File: src/rtl/serial_rx_pkg.sv
package serial_rx_pkg;
  typedef enum logic [1:0] {
    FMT_I2S = 2'd0,
    FMT_LJ  = 2'd1,
    FMT_RJ  = 2'd2,
    FMT_TDM = 2'd3
  } fmt_e;

  localparam int SUB_BITS  = 32;
  localparam int SIDE_BITS = 8;
  localparam int OUT_BITS  = 24;
  localparam int CNT_W     = $clog2(SUB_BITS);
endpackage

File: src/rtl/srx_bit_sync.sv
module srx_bit_sync (
  input  logic clk,
  input  logic rst_n,
  input  logic bclk_i,
  input  logic fclk_i,
  input  logic sdata_i,
  output logic bit_stb_o,
  output logic fclk_o,
  output logic data_o,
  output logic fedge_o
);
  logic [2:0] meta_q, sync_q;
  logic       bclk_d_q, fprev_q, primed_q;

  always_ff @(posedge clk or negedge rst_n) begin
    if (!rst_n) begin
      meta_q   <= '0;
      sync_q   <= '0;
      bclk_d_q <= 1'b0;
    end else begin
      meta_q   <= {sdata_i, fclk_i, bclk_i};
      sync_q   <= meta_q;
      bclk_d_q <= sync_q[0];
    end
  end

  assign bit_stb_o = sync_q[0] & ~bclk_d_q;
  assign fclk_o    = sync_q[1];
  assign data_o    = sync_q[2];

  // frame-clock level remembered per bit; edges count only after first bit
  always_ff @(posedge clk or negedge rst_n) begin
    if (!rst_n) begin
      fprev_q  <= 1'b0;
      primed_q <= 1'b0;
    end else if (bit_stb_o) begin
      fprev_q  <= sync_q[1];
      primed_q <= 1'b1;
    end
  end

  assign fedge_o = bit_stb_o & primed_q & (sync_q[1] ^ fprev_q);

  AST_STB_SPACED: assert property (@(posedge clk) disable iff (!rst_n)
    bit_stb_o |=> !bit_stb_o);
endmodule

File: src/rtl/srx_frame_track.sv
module srx_frame_track
  import serial_rx_pkg::*;
#(
  parameter int PAIRS  = 4,
  parameter int SLOT_W = 3
) (
  input  logic              clk,
  input  logic              rst_n,
  input  fmt_e              fmt_i,
  input  logic              bit_stb_i,
  input  logic              fclk_i,
  input  logic              data_i,
  input  logic              fedge_i,
  output logic              done_o,
  output logic [SUB_BITS-1:0] word_o,
  output logic [SLOT_W-1:0] slot_o,
  output logic              err_o
);
  localparam logic [SLOT_W-1:0] LAST_SLOT = SLOT_W'(2 * PAIRS - 1);
  localparam logic [CNT_W-1:0]  LAST_BIT  = CNT_W'(SUB_BITS - 1);

  logic                  edge_dly_q, edge_dly_d;
  logic [CNT_W-1:0]      cnt_q, cnt_d;
  logic                  locked_q, locked_d;
  logic [SUB_BITS-2:0]   shreg_q, shreg_d;
  logic [SLOT_W-1:0]     slot_q, slot_d, slot_out_q, slot_out_d;
  logic [SUB_BITS-1:0]   word_q, word_d;
  logic                  done_q, done_d, err_q, err_d;
  logic                  tdm, align, chan;

  assign tdm  = (fmt_i == FMT_TDM);
  assign chan = (fmt_i == FMT_I2S) ? fclk_i : ~fclk_i;

  always_comb begin
    unique case (fmt_i)
      FMT_I2S: align = bit_stb_i & edge_dly_q;
      FMT_TDM: align = fedge_i & fclk_i;
      default: align = fedge_i;
    endcase
  end

  always_comb begin
    edge_dly_d = edge_dly_q;
    cnt_d      = cnt_q;
    locked_d   = locked_q;
    shreg_d    = shreg_q;
    slot_d     = slot_q;
    slot_out_d = slot_out_q;
    word_d     = word_q;
    done_d     = 1'b0;
    err_d      = 1'b0;
    if (bit_stb_i) begin
      edge_dly_d = fedge_i;
      if (align) begin
        err_d    = locked_q & ((cnt_q != '0) | (tdm & (slot_q != '0)));
        locked_d = 1'b1;
        cnt_d    = CNT_W'(1);
        shreg_d  = {{(SUB_BITS-2){1'b0}}, data_i};
        slot_d   = tdm ? '0 : SLOT_W'(chan);
      end else if (locked_q) begin
        if (cnt_q == LAST_BIT) begin
          done_d     = 1'b1;
          word_d     = {shreg_q, data_i};
          slot_out_d = slot_q;
          cnt_d      = '0;
          if (tdm && (slot_q != LAST_SLOT)) slot_d = slot_q + SLOT_W'(1);
          else locked_d = 1'b0;
        end else begin
          shreg_d = {shreg_q[SUB_BITS-3:0], data_i};
          cnt_d   = cnt_q + CNT_W'(1);
        end
      end
    end
  end

  always_ff @(posedge clk or negedge rst_n) begin
    if (!rst_n) begin
      edge_dly_q <= 1'b0;
      cnt_q      <= '0;
      locked_q   <= 1'b0;
      shreg_q    <= '0;
      slot_q     <= '0;
      slot_out_q <= '0;
      word_q     <= '0;
      done_q     <= 1'b0;
      err_q      <= 1'b0;
    end else begin
      edge_dly_q <= edge_dly_d;
      cnt_q      <= cnt_d;
      locked_q   <= locked_d;
      shreg_q    <= shreg_d;
      slot_q     <= slot_d;
      slot_out_q <= slot_out_d;
      word_q     <= word_d;
      done_q     <= done_d;
      err_q      <= err_d;
    end
  end

  assign done_o = done_q;
  assign word_o = word_q;
  assign slot_o = slot_out_q;
  assign err_o  = err_q;

  AST_DONE_PULSE: assert property (@(posedge clk) disable iff (!rst_n)
    done_q |=> !done_q);
  AST_ERR_REALIGN: assert property (@(posedge clk) disable iff (!rst_n)
    err_q |-> (locked_q && cnt_q == CNT_W'(1)));
  AST_TDM_SLOT_BOUND: assert property (@(posedge clk) disable iff (!rst_n)
    (locked_q && tdm) |-> (slot_q <= LAST_SLOT));
endmodule

File: src/rtl/srx_format.sv
module srx_format
  import serial_rx_pkg::*;
(
  input  fmt_e                 fmt_i,
  input  logic [4:0]           width_i,
  input  logic [SUB_BITS-1:0]  word_i,
  output logic [OUT_BITS-1:0]  sample_o,
  output logic [SIDE_BITS-1:0] side_o
);
  logic [OUT_BITS-1:0] keep_mask;
  logic                rj;

  assign rj        = (fmt_i == FMT_RJ);
  assign keep_mask = ~({OUT_BITS{1'b1}} >> width_i);

  always_comb begin
    if (rj) begin
      sample_o = (word_i[OUT_BITS-1:0] << (5'd24 - width_i)) & keep_mask;
      side_o   = word_i[SUB_BITS-1 -: SIDE_BITS];
    end else begin
      sample_o = word_i[SUB_BITS-1 -: OUT_BITS] & keep_mask;
      side_o   = word_i[SIDE_BITS-1:0];
    end
  end
endmodule

File: src/rtl/serial_audio_rx.sv
module serial_audio_rx
  import serial_rx_pkg::*;
#(
  parameter int PAIRS  = 4,
  parameter int SLOT_W = $clog2(2 * PAIRS),
  parameter int PAIR_W = (PAIRS > 1) ? $clog2(PAIRS) : 1
) (
  input  logic              clk,
  input  logic              rst_n,
  input  logic              bclk_i,
  input  logic              fclk_i,
  input  logic              sdata_i,
  input  logic [1:0]        mode_i,
  input  logic [4:0]        width_i,
  input  logic [PAIR_W-1:0] pair_sel_i,
  output logic              valid_o,
  output logic [23:0]       sample_o,
  output logic [7:0]        side_o,
  output logic [SLOT_W-1:0] slot_o,
  output logic              frame_err_o
);
  logic [1:0] rst_pipe_q;
  logic       rst_int_n;

  always_ff @(posedge clk or negedge rst_n) begin
    if (!rst_n) rst_pipe_q <= 2'b00;
    else        rst_pipe_q <= {rst_pipe_q[0], 1'b1};
  end
  assign rst_int_n = rst_pipe_q[1];

  fmt_e fmt;
  assign fmt = fmt_e'(mode_i);

  logic                  bit_stb, fclk_s, data_s, fedge;
  logic                  trk_done, trk_err;
  logic [SUB_BITS-1:0]   trk_word;
  logic [SLOT_W-1:0]     trk_slot;
  logic [OUT_BITS-1:0]   fmt_sample;
  logic [SIDE_BITS-1:0]  fmt_side;
  logic                  keep;

  srx_bit_sync u_sync (
    .clk(clk), .rst_n(rst_int_n), .bclk_i(bclk_i), .fclk_i(fclk_i),
    .sdata_i(sdata_i), .bit_stb_o(bit_stb), .fclk_o(fclk_s),
    .data_o(data_s), .fedge_o(fedge)
  );

  srx_frame_track #(.PAIRS(PAIRS), .SLOT_W(SLOT_W)) u_track (
    .clk(clk), .rst_n(rst_int_n), .fmt_i(fmt), .bit_stb_i(bit_stb),
    .fclk_i(fclk_s), .data_i(data_s), .fedge_i(fedge),
    .done_o(trk_done), .word_o(trk_word), .slot_o(trk_slot), .err_o(trk_err)
  );

  srx_format u_fmt (
    .fmt_i(fmt), .width_i(width_i), .word_i(trk_word),
    .sample_o(fmt_sample), .side_o(fmt_side)
  );

  assign keep = (fmt != FMT_TDM) || (PAIR_W'(trk_slot >> 1) == pair_sel_i);

  always_ff @(posedge clk or negedge rst_int_n) begin
    if (!rst_int_n) begin
      valid_o  <= 1'b0;
      sample_o <= '0;
      side_o   <= '0;
      slot_o   <= '0;
    end else if (trk_done && keep) begin
      valid_o  <= 1'b1;
      sample_o <= fmt_sample;
      side_o   <= fmt_side;
      slot_o   <= trk_slot;
    end else begin
      valid_o  <= 1'b0;
    end
  end

  assign frame_err_o = trk_err;

  AST_STEREO_SLOT: assert property (@(posedge clk) disable iff (!rst_int_n)
    (valid_o && fmt != FMT_TDM) |-> (slot_o <= SLOT_W'(1)));
  AST_PAIR_FILTER: assert property (@(posedge clk) disable iff (!rst_int_n)
    (valid_o && fmt == FMT_TDM) |-> (PAIR_W'(slot_o >> 1) == pair_sel_i));
  AST_LOW_BITS_CLEAR: assert property (@(posedge clk) disable iff (!rst_int_n)
    valid_o |-> ((sample_o & (24'hFF_FFFF >> width_i)) == 24'h0));
  AST_RESET_QUIET: assert property (@(posedge clk)
    !rst_int_n |=> (!valid_o && !frame_err_o));
endmodule

File: config.mk
export PLATFORM = sky130hd
export DESIGN_NAME = serial_audio_rx
export DESIGN_NICKNAME = d
export VERILOG_FILES = /design/src/rtl/serial_rx_pkg.sv /design/src/rtl/srx_bit_sync.sv /design/src/rtl/srx_frame_track.sv /design/src/rtl/srx_format.sv /design/src/rtl/serial_audio_rx.sv
export SDC_FILE = /design/constraint.sdc
export NUM_CORES = 1
export LEC_CHECK = 0
export ABC_AREA = 1
export CELL_PAD_IN_SITES_DETAIL_PLACEMENT = 0
export CELL_PAD_IN_SITES_GLOBAL_PLACEMENT = 1
export CORE_MARGIN = 2
export CORE_UTILIZATION = 44
export CTS_CLUSTER_DIAMETER = 200
export DETAILED_ROUTE_END_ITERATION = 10
export PLACE_DENSITY_LB_ADDON = 0.1
export SYNTH_ARGS = -nofsm -noshare
export SYNTH_HDL_FRONTEND = slang
export SYNTH_SLANG_ARGS = --single-unit
export TNS_END_PERCENT = 100
File: constraint.sdc
create_clock -name clk -period 4.1 [get_ports clk]
set_input_delay 1.23 -clock clk [delete_from_list [all_inputs] [get_ports clk]]
set_output_delay 1.23 -clock clk [all_outputs]
set_load 0.05 [all_outputs]
==> metrics.md <==
| Metric | Value |
|---|---|
| Placed instance area | 7222 um^2 |
| Post-synth cell types | 37 |
| Slew @ Worst Pin | 951.5 ps |
| Clk pin slew, worst setup/hold paths | 60 ps |
| Met2 wire length | 7968 um |
| Crit path kind | in -> reg |
| Worst Path Arrival | 3540 ps |
| Hpwl dp | 12,920 um |
| Setup TNS | 0 ps |
| TritonCTS Buffers | 17 |
| CTS tree | yes |
| 1st-pass router iterations | 5 |
| Initial Util | 44.50% |
| Final min period | 3241 ps |
| YS warnings | 0 |
| PortBufs | 50 |
| GPL Wtd Cong | 0.8825 |
| Routed vias | 5,844 |
| Power per standard cell area | 438.9 nW/um^2 |
| Layout cell share with drive strength beyond 1 | 8.114% |
| Gr ovfl total | 0 |
| Endpoints failing setup | 0 |
| Top Metal Used | met4 |
| Total wire length | 18,080 um |
| First-pass GRT wire length | 29,700 um |
| Final Hold Vio Count | 0 |
| Gr usage total | 23.49% |
| Skew-Pair Late Insertion Delay | 420 ps |
| Synthesized Nets | 891 |
| Setup bufs post-CTS | 0 |
| Final nets | 926 |
| CTS Buffer Depth | 2 |
| Wl on met1 | 8932 um |
| #FFs+latches synth | 125 |
| Wire per inst | 16.43 um |
| Die H | 127.3 um |
| Area share of the largest cell type after synthesis | 46.76% |
| FP Rows | 45 |
| Vias per cell | 5.313 |
| CTS root buf | clkbuf_16 |
| Post-synth design cell area | 6690 um^2 |
| Number of max-cap violations | 0 |
| Post-synth top area cell | dfrtp_1 |
| Initial antenna violation count | 0 |
| Final worst path period share | 79.05% |
| Hold buffers post-CTS | 0 |
| Outcome | finished, final reports clean |
| Synthesized area per cell | 7.743 um^2 |
| Cells taking the most area after synthesis | dfrtp_1, nand2_1, nand3_1 |
| Hold/Removal Path Class | reg -> reg |
| Max Clk Rate | 308.6 MHz |
| Crit start category | input port |
| Core box area | 15,030 um^2 |
| Post-route cell area | 7833 um^2 |
| Synth Instances | 864 |
| Clock sink total | 125 |
| Leakage | 0.003673 uW |
| Skew final | 10.89 ps |
| Pin count of the biggest net entering global routing | 75 |
| RSZ-0062 raised after global routing | false |
| Max_slew headroom | 36.56% |
| Met3 WL | 814 um |
| Hold WS | 352.1 ps |
| Crit Path Max Fanout | 11 |
| Drt drc | 0 |
| P&R area growth vs syn | 17.07% |
| Die Wd | 127.3 um |
| CP endpoint kind | flop |
| DRT antenna net count | 0 |
| H-tree level count | 4 |
| Initial DRC count | 382 |
| Die Area | 16,210 um^2 |
| Io pins | 51 |
| Vias in the first global route | 5,687 |
| PostCTS Resize Cnt | 0 |
| CP required | 4400 ps |
| VDD IR max | 0.0002869 V |
| Pins over their slew limit | 0 |
| Number of diodes | 0 |
| Register area share after synthesis | 46.76% |
-- logic make-up (layout without fill, tap and decap cells) --
kind of cell / count (synthesis) / count (layout) / synth area share, %
AO/OA/AOI/OAI: 134 / 134 / 10.64
flip-flops: 125 / 125 / 46.76
adder cells (fa/ha/maj): 13 / 13 / 2.431
other: 1 / 1 / 0.05605
XOR/XNOR: 5 / 5 / 0.7668
AND/OR/NAND/NOR: 472 / 472 / 30.97
buffers and inverters: 114 / 162 / 8.378
-- state kept, by name, indices dropped and copies added (netlist names), 2 cells and up --
| register | count |
|---|---|
| u_track.word_o | 32 |
| u_track.shreg_q | 31 |
| sample_o | 24 |
| side_o | 8 |
| u_track.cnt_q | 5 |
| slot_o | 3 |
| u_sync.meta_q | 3 |
| u_sync.sync_q | 3 |
| u_track.slot_o | 3 |
| u_track.slot_q | 3 |
| rst_pipe_q | 2 |
-- final cells by class --
| cell class | instances | area [um^2] |
|---|---|---|
| Fill cell | 1480 | 7201 |
| Sequential cell | 125 | 3132 |
| Multi-Input combinational cell | 625 | 3002 |
| Timing Repair Buffer | 62 | 590.6 |
| Clock buffer | 23 | 478.0 |
| Inverter | 68 | 262.8 |
| Tap cell | 188 | 235.2 |
| Clock inverter | 9 | 132.6 |
-- final timing paths --
path | depth (start not counted) | slack [ps] | start | end
max reg2reg | 9 | 1780 | u_track.cnt_q[0] | u_track.word_o[27]
max | 11 | 860 | width_i[1] | sample_o[13]
max in group asynchronous | 1 | 2740 | rst_pipe_q[1] | sample_o[1]
min reg2reg | 0 | 350 | u_sync.meta_q[2] | u_sync.sync_q[2]
min | 0 | 350 | u_sync.meta_q[2] | u_sync.sync_q[2]
min in group asynchronous | 0 | 450 | rst_pipe_q[1] | slot_o[1]
-- metal layers --
metal / vias up / track usage, %
met1: 2759 / 34.26
met5: - / 0
met4: 0 / 8.727
met3: 25 / 4.439
li1: 2906 / -
met2: 154 / 34.89
-- Yosys cell counts, drive strengths merged --
cell	count
clkbuf	9
nand2	288
or2	3
inv	68
a31oi	11
a21oi	13
and3	1
dfrtp	125
nand4	1
a22oi	2
conb	1
nor3	3
nand3	149
buf	37
xor2	5
a21o	1
ha	13
o21ai	102
nor2	26
and2	1
o211ai	5
-- cells in the final DEF (no fill, tap or decap), types with 13 or more instances in the layout --
master and n:
nand2_1 280, nand3_1 140, dfrtp_1 124, inv_1 61
o21ai_0 50, o21ai_1 50, clkdlybuf4s50_1 50, nor2_1 23
clkbuf_16 17, a21oi_1 13, ha_1 13
-- critical path: stages --
cell and delay [ps]:
clkdlybuf4s50_1 540, inv_1 80, ha_1 200, ha_1 300, inv_1 300, buf_4 220, nand2_1 100, a21oi_1 230
o21ai_1 170, nand2_1 120, nand2_1 50
-- stage by stage --
| stage | worst slack (ps) | utilization (%) | cells | total power [uW] |
|---|---|---|---|---|
| after floorplan | 359.6 | - | 864 | 1777 |
| after CTS | 869.2 | 52.10 | 1100 | 3475 |
| after global routing | 562.0 | 52.10 | 1100 | 3607 |
| after detailed placement | 435.3 | 48.04 | 1068 | 1895 |
| after global placement | 447.7 | 48.04 | 1068 | 1886 |
| final | 859.2 | 52.10 | 1100 | 3438 |
-- report_power, final --
part / leakage, uW / internal [uW] / switching [uW] / total (uW)
Sequential: 0.00170 / 1330 / 72.2 / 1400
Combinational: 0.00168 / 157 / 318 / 475
Clock: 0.000294 / 1010 / 554 / 1560
No activity file was read; power rests on OpenSTA's default activity.
